==> src/rtl/settle_capture_pkg.sv <==
package settle_capture_pkg;

  // Strobes from the settle controller to the datapath.
  typedef struct packed {
    logic load;   // capture the settled word at the coming edge
  } ctrlStrobes_t;

endpackage

==> src/rtl/settle_datapath.sv <==
module settle_datapath
  import settle_capture_pkg::*;
#(
  parameter int DATA_W = 8
) (
  input  logic              clk,
  input  logic              rst,
  input  logic [DATA_W-1:0] busIn,
  input  ctrlStrobes_t      ctrl,
  output logic              changeOut,
  output logic [DATA_W-1:0] dataOut
);

  logic [DATA_W-1:0] prevBus;
  logic [DATA_W-1:0] bitDiff;

  // Previous-cycle copy of the bus.
  always_ff @(posedge clk) begin
    if (rst) prevBus <= '0;
    else     prevBus <= busIn;
  end

  // Per-bit difference, reduced to one change flag.
  genvar gi;
  generate
    for (gi = 0; gi < DATA_W; gi++) begin : g_diff
      assign bitDiff[gi] = busIn[gi] ^ prevBus[gi];
    end
  endgenerate

  assign changeOut = |bitDiff;

  // Capture register: loads the copy that has been stable through the
  // settle window, not the live bus, so a change in the strobe cycle
  // cannot corrupt the captured word.
  always_ff @(posedge clk) begin
    if (rst)            dataOut <= '0;
    else if (ctrl.load) dataOut <= prevBus;
  end


  unchanged_copy_chk: assert property (@(posedge clk) disable iff (rst)
    !changeOut |=> (prevBus == $past(prevBus)));


  load_value_chk: assert property (@(posedge clk) disable iff (rst)
    ctrl.load |=> (dataOut == $past(prevBus)));


  hold_value_chk: assert property (@(posedge clk) disable iff (rst)
    !ctrl.load |=> $stable(dataOut));

endmodule

==> src/rtl/settle_control.sv <==
module settle_control
  import settle_capture_pkg::*;
#(
  parameter int SETTLE_N = 10
) (
  input  logic         clk,
  input  logic         rst,
  input  logic         changeIn,
  output ctrlStrobes_t ctrl,
  output logic         sampleOut
);

  localparam int CNT_W = (SETTLE_N < 1) ? 1 : $clog2(SETTLE_N + 1);
  localparam logic [CNT_W-1:0] CNT_LAST = CNT_W'(SETTLE_N);

  logic             lastChg;
  logic [CNT_W-1:0] quietCnt;
  logic [CNT_W-1:0] quietCntNext;

  // Quiet-cycle counter: starts on the falling side of the change flag,
  // advances while quiet, and drops back to 0 on any change or after the
  // final count so the pulse cannot repeat.
  always_comb begin
    if (changeIn)               quietCntNext = '0;
    else if (lastChg)           quietCntNext = CNT_W'(1);
    else if (quietCnt == CNT_LAST) quietCntNext = '0;
    else if (quietCnt != '0)    quietCntNext = quietCnt + CNT_W'(1);
    else                        quietCntNext = '0;
  end

  always_ff @(posedge clk) begin
    if (rst) begin
      lastChg  <= 1'b0;
      quietCnt <= '0;
    end else begin
      lastChg  <= changeIn;
      quietCnt <= quietCntNext;
    end
  end

  assign sampleOut = (quietCnt == CNT_LAST);
  assign ctrl.load = sampleOut;


  single_pulse_chk: assert property (@(posedge clk) disable iff (rst)
    sampleOut |=> !sampleOut);


  change_blocks_pulse_chk: assert property (@(posedge clk) disable iff (rst)
    changeIn |=> !sampleOut);


  pulse_needs_quiet_chk: assert property (@(posedge clk) disable iff (rst)
    $rose(sampleOut) |-> !$past(changeIn));

endmodule

==> src/rtl/settle_capture.sv <==
module settle_capture
  import settle_capture_pkg::*;
#(
  parameter int DATA_W   = 8,
  parameter int SETTLE_N = 10
) (
  input  logic              clk,
  input  logic              rst,
  input  logic [DATA_W-1:0] busIn,
  output logic [DATA_W-1:0] dataOut,
  output logic              changeStrobe,
  output logic              sampleStrobe
);

  ctrlStrobes_t ctrl;
  logic         changeFlag;
  logic         sampleFlag;

  settle_datapath #(.DATA_W(DATA_W)) u_path (
    .clk       (clk),
    .rst       (rst),
    .busIn     (busIn),
    .ctrl      (ctrl),
    .changeOut (changeFlag),
    .dataOut   (dataOut)
  );

  settle_control #(.SETTLE_N(SETTLE_N)) u_ctrl (
    .clk       (clk),
    .rst       (rst),
    .changeIn  (changeFlag),
    .ctrl      (ctrl),
    .sampleOut (sampleFlag)
  );

  assign changeStrobe = changeFlag;
  assign sampleStrobe = sampleFlag;


  reset_clear_chk: assert property (@(posedge clk)
    rst |=> (dataOut == '0) && !sampleStrobe);

endmodule

==> config.mk <==
export PLATFORM = sky130hd
export DESIGN_NAME = settle_capture
export DESIGN_NICKNAME = d
export VERILOG_FILES = /design/src/rtl/settle_capture_pkg.sv /design/src/rtl/settle_datapath.sv /design/src/rtl/settle_control.sv /design/src/rtl/settle_capture.sv
export SDC_FILE = /design/constraint.sdc
export NUM_CORES = 1
export LEC_CHECK = 0
export BUFFER_PORTS_ARGS = -buffer_cell sky130_fd_sc_hd__buf_4
export CORE_MARGIN = 1.5
export CORE_UTILIZATION = 30
export CTS_CLUSTER_DIAMETER = 40
export DETAILED_ROUTE_END_ITERATION = 12
export GPL_TIMING_DRIVEN = 0
export HOLD_SLACK_MARGIN = 0.05
export PLACE_DENSITY = 0.52
export SLEW_MARGIN = 15
export SYNTH_ARGS = -nofsm -noshare
export SYNTH_HDL_FRONTEND = slang
export SYNTH_SLANG_ARGS = --single-unit
==> constraint.sdc <==
create_clock -name clk -period 1.5 [get_ports clk]
set_input_delay 0.15 -clock clk [delete_from_list [all_inputs] [get_ports clk]]
set_output_delay 0.15 -clock clk [all_outputs]
set_load 0.01 [all_outputs]
==> metrics.cfg, run 1 <==
[clock_network]
h-tree-depth = 1
cts_tree = built
clk_latency_ns = 0.30
cts_buffers = 3
cts_buffer_depth = 2
clock_sinks = 21
clk_pin_slew_ns = 0.12
root_buffer = clkbuf_4

[placed_design]
place.gp.congestion = 0.696
numPortBuffers = 18
dpl.hpwl_mm = 1.12
postPlaceCellArea_sq_um = 1030

[logic_synthesis]
synth-seq-cells = 21
synth_area_per_cell_sq_um = 10.7
syn_nets = 93
synth_area_sq_um = 852
synthArstFlopShare = 0
synth.distinct_cells = 20
ys_seq_area_frac = 0.493
synth_edf_count = 0
ys_warn_count = 0
syn_inst = 80
synthFlopType = dfxtp_1

[critical_path]
path_cells = xnor2_2 > nand4_2 > or2_4 > buf_6
max_stage_delay_ns = 0.35
worstSetupStartpointType = register
crit_arrival_ns = 1.33
crit_fanout = 2
critPathRequiredTime_ns = 1.35
crit_path_top_delay_cell = dfxtp_2
end_kind = output port
path_class = reg -> out

[sta]
fin_crit_ns = 1.48
post-route-period-util = 0.990
setup_viol = 0
skew_ns = 0.00686
finalHoldViolCount = 0
fmax_mhz = 674
slew_violations = 0
relSlewSlack = 0.682
worst_pin_slew_ns = 0.478
rsz0062_at_grt = yes

[floorplanning]
rows = 19
fp.dieH_um = 56.3
start_util = 0.312
die_w_um = 56.3
core_area_sq_um = 2730
ios = 20
dieArea_sq_um = 3170

[global_route]
grt_max_degree = 13
grt.total_usage = 0.120
gr-total-overflow = 0
antenna_found_initial = 0
grt_pass1_wl_mm = 2.90
grt_pass1_vias = 645

[cells_and_area]
fillCellCount = 278
postLayoutCellArea_sq_um = 1180
drive_gt1_frac = 0.463
area_growth_pct = 38.5
fin_util = 0.432
nets = 122
diodes = 0

[drt]
dr_total_vias = 629
drtPass1Iterations = 4
routed_via_density = 4.53
drt-total-wl_mm = 1.68
ant_nets = 0
drt_iter0_drc = 6
drc = 0
routedWlPerCell_um = 12.1

[job]
max_cap_violations = 0

[power_and_ir_drop]
power.leakage_nw = 0.543
powerDensity_nw_per_um2 = 803
ir_drop_v = 0.000760
power.total_w = 0.000948

[worst_hold_path]
hold_class = in -> reg

[status]
status = complete, no violations

[final timing paths]
check,start,cells past startpoint,endpoint,slack (ns)
worst max-delay path,u_path.prevBus[1]$_SDFF_PP0_,4,changeStrobe,0.02
worst max register to register,u_path.prevBus[1]$_SDFF_PP0_,5,u_ctrl.quietCnt[0]$_SDFF_PP0_,0.13
worst min register to register,u_ctrl.lastChg$_SDFF_PP0_,2,u_ctrl.quietCnt[0]$_SDFF_PP0_,0.47
worst min-delay path,busIn[0],2,u_path.prevBus[0]$_SDFF_PP0_,0.08
[flip-flops by register name, summed over array words and instances (netlist names)]
register and count:
u_ctrl.lastChg 1, u_ctrl.quietCnt 4, u_path.dataOut 8, u_path.prevBus 8
[layout make-up]
class	count	area (sq um)	area share
Timing Repair Buffer	24	186	0.158
Clock buffer	3	22.5	0.0191
Multi-Input combinational cell	51	450	0.382
Buffer	3	26.3	0.0223
Clock inverter	1	5.00	0.00424
Sequential cell	21	432	0.366
Inverter	5	18.8	0.0159
Tap cell	31	38.8	0.0329
[Yosys cell counts (all sizes together), types with 2 or more instances]
library cell,n,area share
dfxtp,21,0.49
buf,2,0.022
ha,3,0.044
xnor2,9,0.093
o21ai,2,0.012
mux2i,9,0.11
nor2,9,0.040
nor4,3,0.022
inv,5,0.022
nor2b,8,0.059
nand4,2,0.022
[worst max-delay path: cells and delay by family, from the launching register on]
family,cells,cell delay [ns]
xor+xnor,1,0.16
flops,1,0.35
buf+inv,1,0.12
simple gates,2,0.40
[metal layers]
metal  vias up  track usage  routed length [um]
li1        319            -                   -
met1       295        0.146                 752
met2        13        0.198                 839
met3         2       0.0484                  67
met4         0       0.0306                  16
met5         -            0                   0
[stage by stage]
step / setup slack, ns / hold slack [ns] / instances / setup TNS [ns]
6_report: 0.0157 / 0.0770 / 139 / 0
5_1_grt: -0.0621 / 0.0603 / 139 / -0.0621
3_5_place_dp: 0.102 / 0.379 / 129 / 0
2_1_floorplan: 0.238 / 0.278 / 80 / 0
4_1_cts: -0.00689 / 0.0615 / 138 / -0.00689
3_3_place_gp: 0.104 / 0.376 / 129 / 0
[repair_timing]
| item | CTS | global route |
|---|---|---|
| gates resized for setup | 11 | 10 |
| pin swaps | 7 | 7 |
| hold endpoints to repair | 8 | 0 |
| hold buffers | 1 | 0 |
| setup buffers | 4 | 1 |
| setup endpoints to repair | 2 | 7 |
[power by group]
group	switching [W]	internal [W]	total, W
registers	0.0000105	0.000573	0.000583
logic	0.0000389	0.0000577	0.0000966
clock network	0.000169	0.0000995	0.000268
total	0.000218	0.000730	0.000948
[placed cells by master, fill, tap and decap left out]
master / n
buf_4: 22
dfxtp_1: 12
mux2i_1: 9
nor2_1: 9
dfxtp_2: 9
nor2b_1: 8
xnor2_2: 6
inv_1: 4
buf_6: 3
xnor2_1: 3
nor4_1: 3
clkbuf_4: 3
o21ai_0: 2
ha_1: 2
nand3b_1: 1
nand4_2: 1
nand4_1: 1
or2_4: 1
clkbuf_1: 1
nand3_1: 1
xor2_1: 1
inv_2: 1
a2111oi_2: 1
o21ba_2: 1
ha_4: 1
clkinv_2: 1
dlygate4sd3_1: 1
[logic make-up after synthesis]
kind of cell / count (synthesis) / share of synthesized area
flip-flops: 21 / 0.493
AO/OA/AOI/OAI: 4 / 0.0411
adder cells (fa/ha/maj): 3 / 0.0441
multiplexers: 9 / 0.106
buffers and inverters: 8 / 0.0485
AND/OR/NAND/NOR: 25 / 0.164
XOR/XNOR: 10 / 0.103
No activity file was read; power rests on OpenSTA's default activity.
==> run 2, diff against run 1 <==
CORE_UTILIZATION = 50   (was 30)
PLACE_DENSITY = 0.77   (was 0.52)
==> run 2 against run 1 <==
  * Design area fell by 5.6%
  * Non-clock buffer count shrank 1
  * Setup slack gained 0.019 ns
  * Register-to-register slack improved by 0.04 ns
  * Largest cell class is now sequential cells
  * Highest routed layer unchanged
==> metrics.cfg, run 2 (synthesized netlist as in run 1, its figures left out) <==
[status]
status = complete, no violations  ; unchanged

[cells_and_area]
postLayoutCellArea_sq_um = 1110  ; was 1180 sq um
nets = 121  ; was 122
layout_commonest_cell = buf_4  ; unchanged
diodes = 0  ; unchanged
drive_gt1_frac = 0.402  ; was 0.463
top_regs = u_path.dataOut: 8 flops, u_path.prevBus: 8 flops, u_ctrl.quietCnt: 4 flops  ; unchanged
area_growth_pct = 30.7  ; was 38.5%
layout_common_cells = 22 x buf_4, 14 x dfxtp_1, 9 x mux2i_1, 9 x nor2_1, 8 x nor2b_1  ; was 22 x buf_4, 12 x dfxtp_1, 9 x mux2i_1, 9 x nor2_1, 9 x dfxtp_2
finalNonFillerCells = 123  ; was 139

[global_route]
grt.total_usage = 0.185  ; was 0.120
gr-usage-met1 = 0.208  ; was 0.146
grt_pass1_vias = 612  ; was 645
grt_busiest_layer = met2  ; unchanged
gr-total-overflow = 0  ; unchanged
grt_pass1_wl_mm = 2.55  ; was 2.90 mm
grt_max_degree = 12  ; was 13
grt.met2_usage = 0.329  ; was 0.198
use_met3 = 0.0490  ; was 0.0484
antenna_found_initial = 0  ; unchanged

[sta]
worst_pin_slew_ns = 0.467  ; was 0.478 ns
skew_ns = 0.00198  ; was 0.00686 ns
setup_viol = 0  ; unchanged
relSlewSlack = 0.689  ; was 0.682
slew_violations = 0  ; unchanged
fmax_mhz = 682  ; was 674 MHz
rsz0062_at_grt = yes  ; unchanged
post-route-period-util = 0.977  ; was 0.990
fin_tns_setup_ns = 0  ; unchanged
holdWs_ns = 0.0746  ; was 0.0770 ns
finalHoldViolCount = 0  ; unchanged
fin_crit_ns = 1.47  ; was 1.48 ns

[clock_network]
clk_latency_ns = 0.29  ; was 0.30 ns
clock_sinks = 21  ; unchanged
h-tree-depth = 1  ; unchanged
clk_pin_slew_ns = 0.10  ; was 0.12 ns
root_buffer = clkbuf_4  ; unchanged
cts_tree = built  ; unchanged
cts_buffers = 3  ; unchanged
cts_buffer_depth = 2  ; unchanged

[placed_design]
postPlaceCellArea_sq_um = 1010  ; was 1030 sq um
numPortBuffers = 18  ; unchanged
dp.cells = 114  ; was 129
dpl.hpwl_mm = 1.07  ; was 1.12 mm
place.gp.congestion = 0.772  ; was 0.696

[drt]
drtPass1Iterations = 6  ; was 4
drt-total-wl_mm = 1.49  ; was 1.68 mm
routedWlPerCell_um = 12.1  ; about the same
drt_iter0_drc = 9  ; was 6
ant_nets = 0  ; unchanged
drc = 0  ; unchanged
dr_total_vias = 622  ; was 629
routed_via_density = 5.06  ; was 4.53

[critical_path]
worstSetupStartpointType = register  ; unchanged
crit_fanout = 2  ; unchanged
max_stage_delay_ns = 0.35  ; about the same
crit_path_top_delay_cell = dfxtp_1  ; was dfxtp_2
critPathRequiredTime_ns = 1.35  ; about the same
path_cells = xnor2_2 > nand4_2 > or2_4 > buf_4  ; was xnor2_2 > nand4_2 > or2_4 > buf_6
crit_arrival_ns = 1.32  ; was 1.33 ns
path_class = reg -> out  ; unchanged
end_kind = output port  ; unchanged

[worst_hold_path]
hold_class = in -> reg  ; unchanged

[floorplanning]
dieArea_sq_um = 1960  ; was 3170 sq um
fp.dieH_um = 44.3  ; was 56.3 um
rows = 14  ; was 19
core_area_sq_um = 1560  ; was 2730 sq um
ios = 20  ; unchanged
die_w_um = 44.3  ; was 56.3 um
start_util = 0.547  ; was 0.312

[power_and_ir_drop]
power.leakage_nw = 0.518  ; was 0.543 nW
ir_drop_v = 0.000632  ; was 0.000760 V
powerDensity_nw_per_um2 = 833  ; was 803 nW/um^2
power.total_w = 0.000928  ; was 0.000948 W

[job]
max_cap_violations = 0  ; unchanged

==> run 2: per-layer routing <==
metal	wire length [um]	vias to the layer above
li1	-	316
met5	0	-
met3	83	3
met1	643	281
met4	15	0
met2	743	22
==> run 2: final cells by class <==
class	instances	area (sq um)
inverter	5	18.8
clock buffer	4	26.3
buffer	3	26.3
sequential	21	429
tap	16	20.0
multi-input combinational	51	418
timing repair buffer	23	175
fill	127	445
==> run 2: worst paths after layout <==
path | startpoint | to | slack (ns) | cells past startpoint
setup / recovery | u_path.prevBus[6]$_SDFF_PP0_ | changeStrobe | 0.03 | 4
hold / removal | busIn[3] | u_path.prevBus[3]$_SDFF_PP0_ | 0.07 | 2
setup reg to reg | u_ctrl.quietCnt[0]$_SDFF_PP0_ | u_ctrl.quietCnt[0]$_SDFF_PP0_ | 0.17 | 5
hold reg to reg | u_ctrl.lastChg$_SDFF_PP0_ | u_ctrl.quietCnt[0]$_SDFF_PP0_ | 0.46 | 2
==> run 2: timing repair <==
action / 4_1_cts / 5_1_grt
buffers inserted: 3 / 1
hold buffers: 1 / 0
hold endpoints to repair: 3 / 0
pin swaps: 7 / 2
endpoints found under the setup margin: 2 / 4
resized for setup: 10 / 4
==> run 2: power by group <==
| part | switching [W] | internal (W) |
|---|---|---|
| Sequential | 0.00000939 | 0.000572 |
| Clock | 0.000157 | 0.000104 |
| Combinational | 0.0000352 | 0.0000510 |
==> run 2: worst max-delay path: cells and delay by family (launching register included) <==
kind | cells | cell delay, ns
XOR/XNOR | 1 | 0.18
buffers and inverters | 1 | 0.14
flip-flops | 1 | 0.35
AND/OR/NAND/NOR | 2 | 0.35
==> run 2: through the flow <==
stage,utilization,setup WS (ns)
4_1_cts,0.706,0.0156
5_1_grt,0.714,-0.0299
2_1_floorplan,-,0.238
3_5_place_dp,0.646,0.0992
3_3_place_gp,0.646,0.103
6_report,0.714,0.0346
==> run 3, diff against run 2 <==
CORE_UTILIZATION = 28   (was 50)
PLACE_DENSITY = 0.49   (was 0.77)
==> run 3 against run 2 <==
  * The flow now finishes with violations (negative setup slack)
  * Setup slack worse by 0.072 ns
  * Cell count up 13%
  * Clock skew about the same
  * Core utilization fell by 29 points
  * Design area increased by 7.6%
  * Wire length rose by 14%
  * Fmax fell by 4.7%
  * Sequential power barely moved
  * First-iteration DRC count rose by 56%
  * Critical path depth unchanged
  * Worst hold slack gained 0.0017 ns
  * Power is 4.4% higher
  * Critical endpoint unchanged
  * Largest cell class is now multi-input gates
  * Highest routed layer unchanged
==> metrics.cfg, run 3 (synthesized netlist as in run 1, its figures left out) <==
[critical_path]
r2r_setup_slack_ns = 0.16  ; was 0.17 ns
worstSetupStartpointType = register  ; unchanged
crit_fanout = 2  ; unchanged
crit_arrival_ns = 1.39  ; was 1.32 ns
worstRegToRegCells = 5  ; unchanged
end_kind = output port  ; unchanged
path_cells = xnor2_2 > nand4_1 > or2_4 > buf_6  ; was xnor2_2 > nand4_2 > or2_4 > buf_4
max_stage_delay_ns = 0.37  ; was 0.35 ns
crit_path_top_delay_cell = dfxtp_2  ; was dfxtp_1
path_class = reg -> out  ; unchanged
critPathRequiredTime_ns = 1.35  ; about the same

[power_and_ir_drop]
ir_drop_v = 0.000748  ; was 0.000632 V
powerDensity_nw_per_um2 = 808  ; was 833 nW/um^2
power.leakage_nw = 0.555  ; was 0.518 nW

[status]
status = finished with violations  ; was complete, no violations
failed_checks = negative setup slack

[floorplanning]
rows = 19  ; was 14
dieArea_sq_um = 3380  ; was 1960 sq um
fp.dieH_um = 58.2  ; was 44.3 um
ios = 20  ; unchanged
start_util = 0.301  ; was 0.547
core_area_sq_um = 2830  ; was 1560 sq um
die_w_um = 58.2  ; was 44.3 um

[global_route]
grt.total_usage = 0.110  ; was 0.185
gr-total-overflow = 0  ; unchanged
grt_pass1_vias = 606  ; was 612
grt_pass1_wl_mm = 2.79  ; was 2.55 mm
antenna_found_initial = 0  ; unchanged
grt_max_degree = 14  ; was 12

[placed_design]
place.gp.congestion = 0.688  ; was 0.772
dp.cells = 129  ; was 114
postPlaceCellArea_sq_um = 1030  ; was 1010 sq um
dpl.hpwl_mm = 1.11  ; was 1.07 mm
numPortBuffers = 18  ; unchanged

[cells_and_area]
postLayoutCellArea_sq_um = 1200  ; was 1110 sq um
layout_commonest_cell = buf_4  ; unchanged
area_growth_pct = 40.7  ; was 30.7%
diodes = 0  ; unchanged
drive_gt1_frac = 0.454  ; was 0.402
nets = 122  ; was 121
finalNonFillerCells = 139  ; was 123
layout_common_cells = 21 x buf_4, 13 x dfxtp_1, 9 x mux2i_1, 9 x nor2_1  ; was 22 x buf_4, 14 x dfxtp_1, 9 x mux2i_1, 9 x nor2_1, 8 x nor2b_1
top_regs = u_path.dataOut: 8 flops, u_path.prevBus: 8 flops, u_ctrl.quietCnt: 4 flops  ; unchanged

[sta]
slew_violations = 0  ; unchanged
post-route-period-util = 1.03  ; was 0.977
finalHoldViolCount = 0  ; unchanged
fin_tns_setup_ns = -0.0376  ; was 0 ns
worst_pin_slew_ns = 0.444  ; was 0.467 ns
fmax_mhz = 650  ; was 682 MHz
rsz0062_at_grt = yes  ; unchanged
relSlewSlack = 0.704  ; was 0.689
fin_crit_ns = 1.54  ; was 1.47 ns
postLayoutSetupSlackWorst_ns = -0.0376  ; was 0.0346 ns
skew_ns = 0.00226  ; was 0.00198 ns
holdWs_ns = 0.0763  ; was 0.0746 ns
setup_viol = 1  ; was 0

[job]
max_cap_violations = 0  ; unchanged

[drt]
drt_iter0_drc = 14  ; was 9
routedWlPerCell_um = 12.2  ; was 12.1 um
drt-total-wl_mm = 1.69  ; was 1.49 mm
ant_nets = 0  ; unchanged
dr_total_vias = 620  ; was 622
drtPass1Iterations = 6  ; unchanged
drc = 0  ; unchanged
routed_via_density = 4.46  ; was 5.06

[clock_network]
root_buffer = clkbuf_4  ; unchanged
cts_buffer_depth = 2  ; unchanged
clk_latency_ns = 0.31  ; was 0.29 ns
h-tree-depth = 1  ; unchanged
clk_pin_slew_ns = 0.13  ; was 0.10 ns
cts_tree = built  ; unchanged
clock_sinks = 21  ; unchanged
cts_buffers = 3  ; unchanged

[worst_hold_path]
hold_path_depth = 2  ; unchanged
hold_class = in -> reg  ; unchanged

[run 3: cell count changes in the layout (fill, tap and decap cells not counted), sizes merged]
| cell | delta |
|---|---|
| clkinvlp | +1 |
| clkbuf | -1 |
| dlygate4sd3 | +1 |
[run 3: per-layer routing]
| layer | GRT usage | up-vias | part of all wire |
|---|---|---|---|
| met1 | 0.142 | 284 | 0.52 |
| met3 | 0.0402 | 2 | 0.035 |
| met4 | 0.0199 | 0 | 0.010 |
| met5 | 0 | - | 0 |
| li1 | - | 321 | - |
| met2 | 0.177 | 13 | 0.44 |
[run 3: layout make-up]
cell class / count / area (sq um)
multi-input combinational: 51 / 465
timing repair buffer: 24 / 189
clock inverter: 1 / 7.51
fill: 292 / 1630
clock buffer: 3 / 22.5
tap: 31 / 38.8
sequential: 21 / 430
inverter: 5 / 18.8
buffer: 3 / 26.3
[run 3: final timing paths]
| path | startpoint | endpoint |
|---|---|---|
| worst max-delay path | u_path.prevBus[7]$_SDFF_PP0_ | changeStrobe |
| worst max register to register | u_ctrl.quietCnt[1]$_SDFF_PP0_ | u_ctrl.quietCnt[0]$_SDFF_PP0_ |
| worst min-delay path | busIn[0] | u_path.prevBus[0]$_SDFF_PP0_ |
| worst min register to register | u_ctrl.lastChg$_SDFF_PP0_ | u_ctrl.quietCnt[0]$_SDFF_PP0_ |
[run 3: timing repair]
item                       in CTS  in global routing
hold endpoints to repair        8                  0
hold buffers                    2                  0
setup endpoints to repair       2                  9
pin swaps                      10                  4
buffers inserted                6                  0
gates resized for setup        13                 10
[run 3: critical path, delay by kind of cell (launching register included)]
family,cells,cell delay [ns]
AND/OR/NAND/NOR,2,0.49
flip-flops,1,0.37
buffers and inverters,1,0.12
XOR/XNOR,1,0.10
[run 3: per-stage QoR]
step | util | total power, W | worst slack, ns
2_1_floorplan | - | 0.000635 | 0.238
3_3_place_gp | 0.363 | 0.000666 | 0.0681
3_5_place_dp | 0.363 | 0.000666 | 0.0481
4_1_cts | 0.411 | 0.000979 | -0.0319
5_1_grt | 0.424 | 0.00101 | -0.121
6_report | 0.424 | 0.000969 | -0.0376
[run 3: power breakdown]
group / total, W / internal [W] / switching (W)
combinational: 0.0000998 / 0.0000596 / 0.0000402
sequential: 0.000583 / 0.000573 / 0.0000104
clock: 0.000286 / 0.000102 / 0.000185
total: 0.000969 / 0.000734 / 0.000235
